[src/rtl/pcm_tdm_pkg.sv]
`timescale 1ns/1ps
package pcm_tdm_pkg;

  // log2 of slot width for a width code: 8, 16, 32 bits
  function automatic logic [2:0] width_log2(input logic [1:0] sel);
    case (sel)
      2'd0:    return 3'd3;
      2'd1:    return 3'd4;
      default: return 3'd5;
    endcase
  endfunction

endpackage

[src/rtl/pcm_edge_sync.sv]
`timescale 1ns/1ps
module pcm_edge_sync #(
  parameter int STAGES = 2,
  parameter int NSIG   = 3
) (
  input  logic            clk,
  input  logic            rst,
  input  logic [NSIG-1:0] async_i,
  output logic [NSIG-1:0] sync_o,
  output logic            rise_o,
  output logic            fall_o
);
  // bit 0 of async_i is the bit clock; edges are detected on it
  logic [STAGES-1:0][NSIG-1:0] stg_q;
  logic                        clk_prev_q;

  always_ff @(posedge clk) begin
    if (rst) begin
      stg_q      <= '0;
      clk_prev_q <= 1'b0;
    end else begin
      stg_q[0] <= async_i;
      for (int k = 1; k < STAGES; k++) stg_q[k] <= stg_q[k-1];
      clk_prev_q <= stg_q[STAGES-1][0];
    end
  end

  assign sync_o = stg_q[STAGES-1];
  assign rise_o = stg_q[STAGES-1][0] & ~clk_prev_q;
  assign fall_o = ~stg_q[STAGES-1][0] & clk_prev_q;
endmodule

[src/rtl/pcm_frame_ctr.sv]
`timescale 1ns/1ps
module pcm_frame_ctr #(
  parameter int CNT_W = 8
) (
  input  logic             clk,
  input  logic             rst,
  input  logic             rise_i,
  input  logic             fsync_i,
  input  logic             mode_b_i,
  input  logic [CNT_W-1:0] len_m1_i,
  output logic [CNT_W-1:0] cnt_o,
  output logic             locked_o,
  output logic             err_o
);
  logic [CNT_W-1:0] cnt_q, expect_idx, sync_idx;
  logic             locked_q, err_q;

  // index of the bit period being sampled now if nothing is wrong
  assign expect_idx = (cnt_q == len_m1_i) ? '0 : cnt_q + 1'b1;
  // index that a sync pulse marks for the selected alignment
  assign sync_idx   = mode_b_i ? '0 : len_m1_i;

  always_ff @(posedge clk) begin
    if (rst) begin
      cnt_q    <= '0;
      locked_q <= 1'b0;
      err_q    <= 1'b0;
    end else begin
      err_q <= 1'b0;
      if (rise_i) begin
        if (fsync_i) begin
          cnt_q    <= sync_idx;
          locked_q <= 1'b1;
          if (locked_q && (expect_idx != sync_idx)) err_q <= 1'b1;
        end else begin
          cnt_q <= expect_idx;
        end
      end
    end
  end

  assign cnt_o    = cnt_q;
  assign locked_o = locked_q;
  assign err_o    = err_q;
endmodule

[src/rtl/pcm_slot_dec.sv]
`timescale 1ns/1ps
module pcm_slot_dec #(
  parameter int CNT_W  = 8,
  parameter int SLOT_W = 3
) (
  input  logic [CNT_W-1:0]  idx_i,
  input  logic [2:0]        wlog_i,
  input  logic [SLOT_W-1:0] sel_i,
  output logic              hit_o,
  output logic              first_o,
  output logic              last_o
);
  logic [CNT_W-1:0] bit_mask, slot_num, bit_pos;

  assign bit_mask = CNT_W'((32'd1 << wlog_i) - 32'd1);
  assign slot_num = idx_i >> wlog_i;
  assign bit_pos  = idx_i & bit_mask;
  assign hit_o    = (slot_num == CNT_W'(sel_i));
  assign first_o  = (bit_pos == '0);
  assign last_o   = (bit_pos == bit_mask);
endmodule

[src/rtl/pcm_tx_ser.sv]
`timescale 1ns/1ps
module pcm_tx_ser #(
  parameter int DATA_W = 32
) (
  input  logic              clk,
  input  logic              rst,
  input  logic              fall_i,
  input  logic              locked_i,
  input  logic              hit_i,
  input  logic              first_i,
  input  logic [2:0]        wlog_i,
  input  logic [DATA_W-1:0] data_i,
  input  logic              valid_i,
  output logic              ready_o,
  output logic              txd_o,
  output logic              oe_o
);
  logic [DATA_W-1:0] hold_q, sh_q, src, load_word;
  logic              full_q, act_q, txd_q, oe_q;

  assign src       = full_q ? hold_q : '0;
  assign load_word = src << (DATA_W - (32'd1 << wlog_i));

  always_ff @(posedge clk) begin
    if (rst) begin
      hold_q <= '0;
      full_q <= 1'b0;
      sh_q   <= '0;
      act_q  <= 1'b0;
      txd_q  <= 1'b0;
      oe_q   <= 1'b0;
    end else begin
      if (valid_i && !full_q) begin
        hold_q <= data_i;
        full_q <= 1'b1;
      end
      if (fall_i) begin
        if (locked_i && hit_i && first_i) begin
          sh_q  <= load_word;
          txd_q <= load_word[DATA_W-1];
          oe_q  <= 1'b1;
          act_q <= 1'b1;
          if (full_q) full_q <= 1'b0;
        end else if (locked_i && hit_i && act_q) begin
          sh_q  <= sh_q << 1;
          txd_q <= sh_q[DATA_W-2];
          oe_q  <= 1'b1;
        end else begin
          txd_q <= 1'b0;
          oe_q  <= 1'b0;
          act_q <= 1'b0;
        end
      end
    end
  end

  assign ready_o = ~full_q;
  assign txd_o   = txd_q;
  assign oe_o    = oe_q;
endmodule

[src/rtl/pcm_rx_des.sv]
`timescale 1ns/1ps
module pcm_rx_des #(
  parameter int DATA_W = 32
) (
  input  logic              clk,
  input  logic              rst,
  input  logic              evt_i,
  input  logic              bit_i,
  input  logic              locked_i,
  input  logic              hit_i,
  input  logic              first_i,
  input  logic              last_i,
  output logic [DATA_W-1:0] data_o,
  output logic              valid_o
);
  logic [DATA_W-1:0] sh_q, data_q, shifted;
  logic              armed_q, valid_q;

  assign shifted = {sh_q[DATA_W-2:0], bit_i};

  always_ff @(posedge clk) begin
    if (rst) begin
      sh_q    <= '0;
      data_q  <= '0;
      armed_q <= 1'b0;
      valid_q <= 1'b0;
    end else begin
      valid_q <= 1'b0;
      if (evt_i) begin
        if (locked_i && hit_i && first_i) begin
          sh_q    <= {{(DATA_W-1){1'b0}}, bit_i};
          armed_q <= 1'b1;
        end else if (locked_i && hit_i && armed_q) begin
          sh_q <= shifted;
          if (last_i) begin
            data_q  <= shifted;
            valid_q <= 1'b1;
            armed_q <= 1'b0;
          end
        end else begin
          armed_q <= 1'b0;
        end
      end
    end
  end

  assign data_o  = data_q;
  assign valid_o = valid_q;
endmodule

[src/rtl/pcm_tdm_port.sv]
`timescale 1ns/1ps
module pcm_tdm_port
  import pcm_tdm_pkg::*;
#(
  parameter int DATA_W      = 32,
  parameter int SLOT_IDX_W  = 3,
  parameter int SYNC_STAGES = 2
) (
  input  logic                  clk,
  input  logic                  rst,
  input  logic                  bclk_i,
  input  logic                  fsync_i,
  input  logic                  rxd_i,
  input  logic                  mode_b_i,
  input  logic [1:0]            width_sel_i,
  input  logic [SLOT_IDX_W-1:0] slot_cnt_m1_i,
  input  logic [SLOT_IDX_W-1:0] slot_sel_i,
  input  logic [DATA_W-1:0]     tx_data_i,
  input  logic                  tx_valid_i,
  output logic                  tx_ready_o,
  output logic                  txd_o,
  output logic                  txd_oe_o,
  output logic [DATA_W-1:0]     rx_data_o,
  output logic                  rx_valid_o,
  output logic                  frame_err_o
);
  localparam int MAX_SLOTS = 1 << SLOT_IDX_W;
  localparam int CNT_W     = $clog2(DATA_W * MAX_SLOTS);

  logic [2:0]       sync_vec;
  logic             rise_evt, fall_evt, fsync_s, rxd_s;
  logic [2:0]       wlog;
  logic [CNT_W:0]   len_full;
  logic [CNT_W-1:0] len_m1, cnt_q, nxt_idx;
  logic             locked;
  logic             tx_hit, tx_first, tx_last;
  logic             rx_hit, rx_first, rx_last;
  logic             rx_evt_q, rx_bit_q;

  pcm_edge_sync #(.STAGES(SYNC_STAGES), .NSIG(3)) u_sync (
    .clk(clk), .rst(rst), .async_i({rxd_i, fsync_i, bclk_i}),
    .sync_o(sync_vec), .rise_o(rise_evt), .fall_o(fall_evt)
  );
  assign fsync_s = sync_vec[1];
  assign rxd_s   = sync_vec[2];

  assign wlog     = width_log2(width_sel_i);
  assign len_full = ((CNT_W+1)'(slot_cnt_m1_i) + (CNT_W+1)'(1)) << wlog;
  assign len_m1   = CNT_W'(len_full - (CNT_W+1)'(1));

  pcm_frame_ctr #(.CNT_W(CNT_W)) u_ctr (
    .clk(clk), .rst(rst), .rise_i(rise_evt), .fsync_i(fsync_s),
    .mode_b_i(mode_b_i), .len_m1_i(len_m1),
    .cnt_o(cnt_q), .locked_o(locked), .err_o(frame_err_o)
  );

  // transmit decides at a falling edge for the coming bit period
  assign nxt_idx = (cnt_q == len_m1) ? '0 : cnt_q + 1'b1;

  pcm_slot_dec #(.CNT_W(CNT_W), .SLOT_W(SLOT_IDX_W)) u_dec_tx (
    .idx_i(nxt_idx), .wlog_i(wlog), .sel_i(slot_sel_i),
    .hit_o(tx_hit), .first_o(tx_first), .last_o(tx_last)
  );

  pcm_slot_dec #(.CNT_W(CNT_W), .SLOT_W(SLOT_IDX_W)) u_dec_rx (
    .idx_i(cnt_q), .wlog_i(wlog), .sel_i(slot_sel_i),
    .hit_o(rx_hit), .first_o(rx_first), .last_o(rx_last)
  );

  // receive acts one cycle after the rising edge, once the count is updated
  always_ff @(posedge clk) begin
    if (rst) begin
      rx_evt_q <= 1'b0;
      rx_bit_q <= 1'b0;
    end else begin
      rx_evt_q <= rise_evt;
      if (rise_evt) rx_bit_q <= rxd_s;
    end
  end

  pcm_tx_ser #(.DATA_W(DATA_W)) u_tx (
    .clk(clk), .rst(rst), .fall_i(fall_evt), .locked_i(locked),
    .hit_i(tx_hit), .first_i(tx_first), .wlog_i(wlog),
    .data_i(tx_data_i), .valid_i(tx_valid_i), .ready_o(tx_ready_o),
    .txd_o(txd_o), .oe_o(txd_oe_o)
  );

  pcm_rx_des #(.DATA_W(DATA_W)) u_rx (
    .clk(clk), .rst(rst), .evt_i(rx_evt_q), .bit_i(rx_bit_q),
    .locked_i(locked), .hit_i(rx_hit), .first_i(rx_first), .last_i(rx_last),
    .data_o(rx_data_o), .valid_o(rx_valid_o)
  );
endmodule

[config.mk]
export PLATFORM = sky130hd
export DESIGN_NAME = pcm_tdm_port
export DESIGN_NICKNAME = d
export VERILOG_FILES = /design/src/rtl/pcm_tdm_pkg.sv /design/src/rtl/pcm_edge_sync.sv /design/src/rtl/pcm_frame_ctr.sv /design/src/rtl/pcm_slot_dec.sv /design/src/rtl/pcm_tx_ser.sv /design/src/rtl/pcm_rx_des.sv /design/src/rtl/pcm_tdm_port.sv
export SDC_FILE = /design/constraint.sdc
export NUM_CORES = 1
export LEC_CHECK = 0
export BUFFER_PORTS_ARGS = -buffer_cell sky130_fd_sc_hd__buf_2
export CAP_MARGIN = 20
export CORE_MARGIN = 3
export CORE_UTILIZATION = 35
export CTS_BUF_LIST = sky130_fd_sc_hd__clkbuf_8
export CTS_CLUSTER_DIAMETER = 100
export DETAILED_ROUTE_END_ITERATION = 16
export PLACE_DENSITY = 0.62
export SLEW_MARGIN = 15
export SYNTH_ARGS = -nofsm -noshare
export SYNTH_HDL_FRONTEND = slang
export SYNTH_SLANG_ARGS = --single-unit
[constraint.sdc]
create_clock -name clk -period 3.99 [get_ports clk]
set_input_delay 0.399 -clock clk [delete_from_list [all_inputs] [get_ports clk]]
set_output_delay 0.399 -clock clk [all_outputs]
set_load 0.02 [all_outputs]
==> results.yml, run 1 <==
outcome:
  status: "complete, no violations"
min_path:
  min_to: "u_tx.hold_q[9]"
  hp-class: "in -> reg"
  hold_depth: 3
  min_from: "tx_data_i[9]"
power:
  p_comb_share_pct: 11.7
  clkPwrFrac_pct: 38.8
  p_sw_share_pct: 31.6
  intPower_mw: 2.17
  pwr_density_cell_mw_per_mm2: 344
  switchingPower_mw: 1.00
  pwr-share-seq_pct: 49.5
  leakage_nw: 3.61
  vdd_drop_max_mv: 0.203
synthesis:
  async_reset_ff_share_pct: 0
  synth.cell_area_mm2: 0.00801
  ys_seq_elements: 151
  yosysSeqAreaShare_pct: 37.7
  syn_inst: 953
  synth_ff_type: "dfxtp_1"
  avgSynthCellArea_um2: 8.41
  ys_types: 79
  yosys_warnings: 0
  synth_edf_count: 0
floorplan:
  io_pins: 84
  fp-row-count: 54
  die_y_um: 157
  initial_core_util_pct: 36.2
  coreArea_mm2: 0.0222
  dieArea_mm2: 0.0247
  die_w_um: 157
timing:
  fin_crit_ns: 3.46
  slew_viol_final: 0
  finalSetupViolations: 0
  hold_violations: 0
  max_freq_ghz: 0.289
  rsz0062_at_grt: "no"
  fin_tns_setup_ns: 0
  finalCritPeriodShare_pct: 86.6
  relSlewSlack_pct: 41.2
  tightest_slew_ns: 0.883
  fin_worst_skew_ns: 0.0208
place:
  io_buffer_count: 83
  dp_hpwl_um: 15100
  post_dp_cell_area_mm2: 0.00873
  place_congestion: 0.894
global_route:
  track_usage_pct: 17.3
  grt_pass1_vias: 6529
  grt_max_degree: 73
  busiest_layer: "met2"
  grt_util_met3_pct: 3.90
  use_met2_pct: 25.4
  grt_use_met1_pct: 25.1
  grt_overflow_total: 0
  grt_pass1_wl_um: 34500
  antenna_found_initial: 0
clock_network:
  htreeDepth: 4
  postCtsHoldBufs: 0
  clock_latency_ns: 0.46
  cts_resized: 0
  cts_sinks: 151
  postCtsSetupBuffers: 0
  cts_buffers: 17
  clockRootBuffer: "clkbuf_8"
  clkTransAtPathRegs_ns: 0.11
  cts_tree: "yes"
  cts_max_path_buffers: 2
setup_path:
  rrSetupSlack_ns: 0.53
  critPathKind: "reg -> reg"
  crit_required_ns: 4.36
  reg2reg_to: "u_tx.sh_q[23]"
  rr_startpoint: "u_ctr.cnt_o[1]"
  cp-start-kind: "flip-flop"
  critPathCaptureType: "flip-flop"
  arrival_ns: 3.82
  rr_worst_depth: 13
  worstPathMaxFanout: 23
routing:
  ant_nets: 0
  dr.pass1.iters: 5
  wire_per_inst_um: 16.5
  wirelength_um: 21500
  vias: 7168
  vias_per_cell: 5.49
  drcViolationCount: 0
  drtIter0Drc: 705
finish:
  num_antenna_cells: 0
  finalInstanceArea_mm2: 0.00920
  final_common_cell: "dfxtp_1"
  drive_gt1_share_pct: 21.1
  synthToLayoutAreaGrowth_pct: 14.9
  nNetsFinal: 1066
  final_cell_mix: "dfxtp_1, nor2_1, nand2_1"
flow_run:
  maxCapViolations: 0
==> cells by family (layout without fill, tap and decap cells) <==
logic type	count (synthesis)	after routing	synth area share, %
other cells	1	2	0.0468
buf+inv	99	170	5.51
fa+ha+maj	7	7	1.09
flops	151	151	37.7
xor+xnor	22	22	2.40
mux	65	65	10.4
simple gates	363	363	20.5
compound gates	245	245	22.4
==> routing by layer <==
layer | vias to the layer above | routed length [um] | part of all wire, %
li1 | 3511 | - | -
met1 | 3403 | 10400 | 48
met2 | 233 | 9370 | 44
met3 | 21 | 1490 | 6.9
met4 | 0 | 303 | 1.4
met5 | - | 0 | 0
==> critical path: stages, from the launching register on <==
cell and delay (ns):
dfxtp_1 0.52, ha_1 0.35, nand3_1 0.13, xnor2_1 0.21, inv_1 0.11, a222oi_1 0.43, buf_4 0.20, o32ai_1 0.08
o31ai_1 0.53, a221oi_4 0.15, buf_12 0.20, buf_4 0.16, nand2b_1 0.14, a21oi_1 0.15
==> how the worst max path moves through the flow <==
stage | cells after the start | endpoint | startpoint | slack [ns]
2_1_floorplan | 11 | u_tx.sh_q[5] | slot_cnt_m1_i[0] | 0.54
3_3_place_gp | 13 | u_tx.sh_q[23] | slot_cnt_m1_i[0] | 0.24
3_5_place_dp | 13 | u_tx.sh_q[6] | slot_cnt_m1_i[1] | 0.17
4_1_cts | 12 | u_tx.sh_q[6] | u_ctr.cnt_o[1] | 0.57
5_1_grt | 12 | u_tx.sh_q[23] | u_ctr.cnt_o[1] | 0.29
6_report | 13 | u_tx.sh_q[23] | u_ctr.cnt_o[1] | 0.53
==> power by group through the flow <==
stage | combinational [mW] | clock (mW) | sequential, mW
2_1_floorplan | 0.263 | 0 | 1.58
6_report | 0.370 | 1.23 | 1.57
4_1_cts | 0.362 | 1.26 | 1.57
5_1_grt | 0.407 | 1.32 | 1.58
3_3_place_gp | 0.358 | 0 | 1.60
3_5_place_dp | 0.360 | 0 | 1.60
==> sequential cells by signal (all words and copies together), names as in the netlist <==
name	count
rx_bit_q	1
rx_evt_q	1
u_ctr.cnt_o	8
u_ctr.err_o	1
u_ctr.locked_o	1
u_rx.armed_q	1
u_rx.data_o	32
u_rx.sh_q	31
u_rx.valid_o	1
u_sync.clk_prev_q	1
u_sync.stg_q	3
u_sync.sync_o	3
u_tx.act_q	1
u_tx.full_q	1
u_tx.hold_q	32
u_tx.oe_o	1
u_tx.sh_q	31
u_tx.txd_o	1
==> stage by stage <==
| stage | cells | total power [mW] | hold slack [ns] | worst slack, ns | utilization [%] |
|---|---|---|---|---|---|
| final | 1305 | 3.17 | 0.164 | 0.533 | 41.5 |
| after detailed placement | 1271 | 1.96 | 0.426 | 0.171 | 39.4 |
| after floorplan | 954 | 1.85 | 0.414 | 0.536 | - |
| after CTS | 1303 | 3.19 | 0.133 | 0.568 | 41.3 |
| after global placement | 1271 | 1.96 | 0.423 | 0.240 | 39.4 |
| after global routing | 1305 | 3.30 | 0.130 | 0.291 | 41.5 |
==> layout make-up <==
| cell class | instances | area (um2) |
|---|---|---|
| Tap cell | 280 | 350 |
| Clock buffer | 17 | 234 |
| Sequential cell | 151 | 3020 |
| Clock inverter | 15 | 196 |
| Timing Repair Buffer | 118 | 746 |
| Fill cell | 2274 | 13000 |
| Multi-Input combinational cell | 704 | 4570 |
| Inverter | 20 | 80.1 |
==> synthesized netlist by cell type, drive strengths merged (5+ instances only) <==
master  instances  share of area [%]
o21ai          24                1.5
nor3           24                1.6
clkbuf         60                2.8
a221oi          8                1.2
a31oi           5               0.39
a211oi         34                4.7
nor2          151                7.1
nand2         102                4.8
buf            19                1.7
a21oi          85                5.4
xnor2          12                1.3
ha              7                1.1
mux4           14                3.9
xor2           10                1.1
mux2i          47                5.9
dfxtp         151                 38
and2            6               0.47
nor4            5               0.47
inv            20                1.0
a22oi          38                3.6
or2             6               0.47
nor2b          15                1.2
o211ai          6               0.56
nand2b         16                1.3
and3            5               0.39
nand3          14               0.87
Note: power is estimated with default switching activity, not from simulation.
==> run 2, diff against run 1 <==
--- a/config.mk
+++ b/config.mk
@@ -7,7 +7,7 @@
 export LEC_CHECK = 0
 export BUFFER_PORTS_ARGS = -buffer_cell sky130_fd_sc_hd__buf_2
 export CAP_MARGIN = 20
-export CORE_MARGIN = 3
+export CORE_MARGIN = 2
 export CORE_UTILIZATION = 35
 export CTS_BUF_LIST = sky130_fd_sc_hd__clkbuf_8
 export CTS_CLUSTER_DIAMETER = 100
==> run 2 against run 1 <==
Compared with the run above: first-iteration DRC count increased by 13%; cell area decreased by 0.83%; global-route usage increased by 0.094 points; critical endpoint is now u_tx.sh_q[4]; clock power about the same; highest routed layer unchanged.
==> results.yml, run 2 (same netlist as run 1, synthesis figures left out) <==
clock_network:
  postCtsHoldBufs: 0
  clkTransAtPathRegs_ns: 0.10
  cts_sinks: 151
  cts_max_path_buffers: 2
  cts_buffers: 17
  clockRootBuffer: "clkbuf_8"
  clock_latency_ns: 0.48
  cts_tree: "yes"
  cts_resized: 0
  postCtsSetupBuffers: 0
  htreeDepth: 4
routing:
  wire_per_inst_um: 16.0
  vias_per_cell: 5.48
  vias: 7148
  wirelength_um: 20800
  ant_nets: 0
  drtIter0Drc: 796
  drcViolationCount: 0
  dr.pass1.iters: 5
finish:
  final_common_cell: "dfxtp_1"
  nNetsFinal: 1060
  num_antenna_cells: 0
  finalInstanceArea_mm2: 0.00913
  synthToLayoutAreaGrowth_pct: 13.9
  final_cell_mix: "dfxtp_1, nor2_1, nand2_1"
  layout.cells.non_filler: 1304
  drive_gt1_share_pct: 20.6
floorplan:
  die_y_um: 155
  initial_core_util_pct: 35.5
  coreArea_mm2: 0.0226
  dieArea_mm2: 0.0241
  die_w_um: 155
  fp-row-count: 55
  io_pins: 84
setup_path:
  reg2reg_to: "u_tx.sh_q[4]"
  cp_num_buf_inv: 2
  rr_startpoint: "u_ctr.cnt_o[1]"
  cpPeakStageDelay_ns: 0.53
  cp.depth: 11
  worstPathMaxFanout: 60
  critPathTopFamily: "compound AO/OA/AOI/OAI gates"
  cp_slowest_cell: "dfxtp_1"
  arrival_ns: 3.83
  rrSetupSlack_ns: 0.47
  critPathKind: "reg -> reg"
  rr_worst_depth: 11
  cp_cell_sequence: "ha_1, nand3_1, xnor2_1, inv_1, a222oi_1, nor4bb_1, o31ai_1, a221oi_4, buf_12, o221a_2, nor3_2"
  crit_required_ns: 4.31
  cp-start-kind: "flip-flop"
  critPathCaptureType: "flip-flop"
min_path:
  min_from: "tx_data_i[4]"
  hp-class: "in -> reg"
  min_to: "u_tx.hold_q[4]"
  hold_depth: 3
place:
  io_buffer_count: 83
  dp_cells: 1271
  dp_hpwl_um: 14600
  post_dp_cell_area_mm2: 0.00868
  place_congestion: 0.905
timing:
  fin_crit_ns: 3.52
  slew_viol_final: 0
  max_freq_ghz: 0.284
  relSlewSlack_pct: 30.3
  fin_worst_skew_ns: 0.0208
  finalSetupViolations: 0
  tightest_slew_ns: 1.04
  finalCritPeriodShare_pct: 88.1
  hold_violations: 0
  fin_tns_setup_ns: 0
  rsz0062_at_grt: "no"
global_route:
  grt_pass1_wl_um: 34100
  grt_pass1_vias: 6544
  antenna_found_initial: 0
  grt_overflow_total: 0
  grt_max_degree: 72
  track_usage_pct: 17.3
power:
  leakage_nw: 3.57
  p_comb_share_pct: 11.5
  pwr_density_cell_mw_per_mm2: 347
  intPower_mw: 2.17
  clkPwrFrac_pct: 38.8
  p_sw_share_pct: 31.5
  pwr-share-seq_pct: 49.7
  total_power_mw: 3.16
  switchingPower_mw: 0.997
  vdd_drop_max_mv: 0.188
outcome:
  status: "complete, no violations"
flow_run:
  maxCapViolations: 0
## run 2: metrics by stage
step	setup WS, ns	util [%]	hold slack [ns]
4_1_cts	0.505	40.4	0.133
6_report	0.475	40.4	0.155
3_3_place_gp	0.183	38.4	0.419
3_5_place_dp	0.0896	38.5	0.428
5_1_grt	0.264	40.4	0.132
2_1_floorplan	0.536	-	0.414
## run 2: layer usage
metal  wire, um  GRT usage (%)
met4        309           5.64
met3       1530           3.96
met5          0              0
met1       9830           24.5
met2       9170           26.3
## run 2: worst max-delay path by stage
stage                                start           end
after CTS                   u_ctr.cnt_o[1]  u_tx.sh_q[4]
final                       u_ctr.cnt_o[1]  u_tx.sh_q[4]
after floorplan           slot_cnt_m1_i[0]  u_tx.sh_q[5]
after detailed placement  slot_cnt_m1_i[1]  u_tx.sh_q[4]
after global placement    slot_cnt_m1_i[0]  u_tx.sh_q[5]
after global routing        u_ctr.cnt_o[1]  u_tx.sh_q[4]
## run 2: final cells by class
cell class,instances,area [um2]
Sequential cell,151,3020
Multi-Input combinational cell,704,4570
Clock buffer,17,234
Inverter,20,80.1
Fill cell,2309,13400
Timing Repair Buffer,112,663
Clock inverter,15,196
Tap cell,285,357
## run 2: worst register-to-register path: cells and delay by family (launching register included)
| family | cells | cell delay [ns] |
|---|---|---|
| compound gates | 4 | 1.25 |
| simple gates | 3 | 0.59 |
| flops | 1 | 0.53 |
| buf+inv | 2 | 0.44 |
| fa+ha+maj | 1 | 0.34 |
| xor+xnor | 1 | 0.22 |
## run 2: power groups by stage
stage               registers [mW]  logic, mW  clock network [mW]
finish                        1.57      0.363                1.23
global route                  1.58      0.401                1.32
floorplan                     1.58      0.263                   0
detailed placement            1.61      0.357                   0
global placement              1.60      0.352                   0
CTS                           1.57      0.360                1.27
==> run 3, diff against run 2 <==
--- a/config.mk
+++ b/config.mk
@@ -8,11 +8,11 @@
 export BUFFER_PORTS_ARGS = -buffer_cell sky130_fd_sc_hd__buf_2
 export CAP_MARGIN = 20
 export CORE_MARGIN = 2
-export CORE_UTILIZATION = 35
+export CORE_UTILIZATION = 46
 export CTS_BUF_LIST = sky130_fd_sc_hd__clkbuf_8
 export CTS_CLUSTER_DIAMETER = 100
 export DETAILED_ROUTE_END_ITERATION = 16
-export PLACE_DENSITY = 0.62
+export PLACE_DENSITY = 0.75
 export SLEW_MARGIN = 15
 export SYNTH_ARGS = -nofsm -noshare
 export SYNTH_HDL_FRONTEND = slang
==> run 3 against run 2 <==
Compared with the run above: register-to-register slack barely moved; first-iteration DRC count fell by 25%; clock power barely moved; count of clock-buffer cells in the layout did not move; worst setup slack improved by 0.0086 ns; global-route usage rose by 4.9 points; highest routed layer unchanged; non-clock buffer count fell by 2; sequential power barely moved.
==> results.yml, run 3 (same netlist as run 1, synthesis figures left out) <==
outcome:
  status: "complete, no violations"
clock_network:
  cts_max_path_buffers: 2
  cts_sinks: 151
  postCtsSetupBuffers: 0
  clockRootBuffer: "clkbuf_8"
  postCtsHoldBufs: 0
  clkTransAtPathRegs_ns: 0.10
  htreeDepth: 4
  cts_tree: "yes"
  clock_latency_ns: 0.47
  cts_resized: 0
  cts_buffers: 17
setup_path:
  rr_worst_depth: 11
  critPathKind: "reg -> reg"
  worstPathMaxFanout: 60
  arrival_ns: 3.83
  crit_required_ns: 4.31
  critPathCaptureType: "flip-flop"
  cp-start-kind: "flip-flop"
power:
  p_sw_share_pct: 31.3
  switchingPower_mw: 0.981
  pwr_density_cell_mw_per_mm2: 347
  pwr-share-seq_pct: 50.1
  clkPwrFrac_pct: 38.2
  p_comb_share_pct: 11.6
  intPower_mw: 2.15
  vdd_drop_max_mv: 0.257
  leakage_nw: 3.55
place:
  io_buffer_count: 83
  place_ws_ns: 0.0848
  dp_hpwl_um: 13800
  place_congestion: 0.960
finish:
  nNetsFinal: 1058
  num_antenna_cells: 0
  utilization_pct: 52.6
  final_cell_mix: "dfxtp_1, nor2_1, nand2_1"
  synthToLayoutAreaGrowth_pct: 12.7
  drive_gt1_share_pct: 20.6
  final_common_cell: "dfxtp_1"
routing:
  drtIter0Drc: 596
  vias: 7126
  vias_per_cell: 5.74
  wire_per_inst_um: 16.2
  wirelength_um: 20200
  dr.pass1.iters: 5
  ant_nets: 0
  drcViolationCount: 0
floorplan:
  initial_core_util_pct: 46.6
  coreArea_mm2: 0.0172
  dieArea_mm2: 0.0185
  fp-row-count: 48
  die_w_um: 136
  io_pins: 84
  die_y_um: 136
flow_run:
  maxCapViolations: 0
timing:
  slew_viol_final: 0
  max_freq_ghz: 0.285
  fin_tns_setup_ns: 0
  hold_violations: 0
  rsz0062_at_grt: "no"
  finalSetupViolations: 0
  relSlewSlack_pct: 32.0
  fin_worst_skew_ns: 0.0149
  hold_slack_ns: 0.144
  fin_ws_ns: 0.483
  finalCritPeriodShare_pct: 87.9
  fin_crit_ns: 3.51
  tightest_slew_ns: 1.02
global_route:
  grt_overflow_total: 0
  grt_pass1_vias: 6658
  track_usage_pct: 22.2
  grt_max_degree: 83
  grt_pass1_wl_um: 33100
  antenna_found_initial: 0
min_path:
  hp-class: "in -> reg"
  hold_depth: 2
run 3: cell count changes in the layout (fill, tap and decap cells not counted), sizes merged:
cell / change
inv: -1
clkinv: -2
clkinvlp: +3
buf: -2
run 3: metrics by stage:
stage / instance area (um2) / power, mW / cells
6_report: 9030 / 3.13 / 1242
5_1_grt: 9030 / 3.25 / 1242
4_1_cts: 9010 / 3.15 / 1241
3_5_place_dp: 8600 / 1.96 / 1209
3_3_place_gp: 8600 / 1.95 / 1209
2_1_floorplan: 8020 / 1.85 / 954
run 3: power by group through the flow:
| stage | sequential [mW] | clock [mW] | combinational [mW] |
|---|---|---|---|
| final | 1.57 | 1.20 | 0.365 |
| after global routing | 1.57 | 1.28 | 0.400 |
| after CTS | 1.57 | 1.22 | 0.358 |
| after detailed placement | 1.60 | 0 | 0.355 |
| after global placement | 1.60 | 0 | 0.352 |
| after floorplan | 1.58 | 0 | 0.263 |
run 3: final cells by class:
class                      count  area (um2)
multi-input combinational    704        4580
timing repair buffer         110         653
fill                        1599        8140
clock inverter                15         178
inverter                      20        80.1
clock buffer                  17         234
tap                          225         282
sequential                   151        3020
run 3: critical path: stages, from the launching register on:
cell	delay [ns]
dfxtp_1	0.61
and4_1	0.28
a21oi_1	0.10
or2_1	0.27
a222oi_1	0.39
buf_4	0.20
nor4bb_1	0.33
o31ai_1	0.20
a221oi_4	0.33
buf_12	0.33
o221a_2	0.26
nor3_2	0.04
run 3: final timing paths:
path / start / to / slack [ns]
worst max-delay path: u_ctr.cnt_o[3] / u_tx.sh_q[5] / 0.48
worst min-delay path: fsync_i / u_sync.stg_q[1] / 0.14
worst max register to register: u_ctr.cnt_o[3] / u_tx.sh_q[5] / 0.48
worst min register to register: u_sync.sync_o[2] / rx_bit_q / 0.45
run 3: layer usage:
metal	GRT usage [%]	vias up	routed length, um
met5	0	-	0
met4	8.16	0	435
met3	6.26	43	1530
met2	33.4	252	8880
met1	30.4	3329	9330
li1	-	3502	-
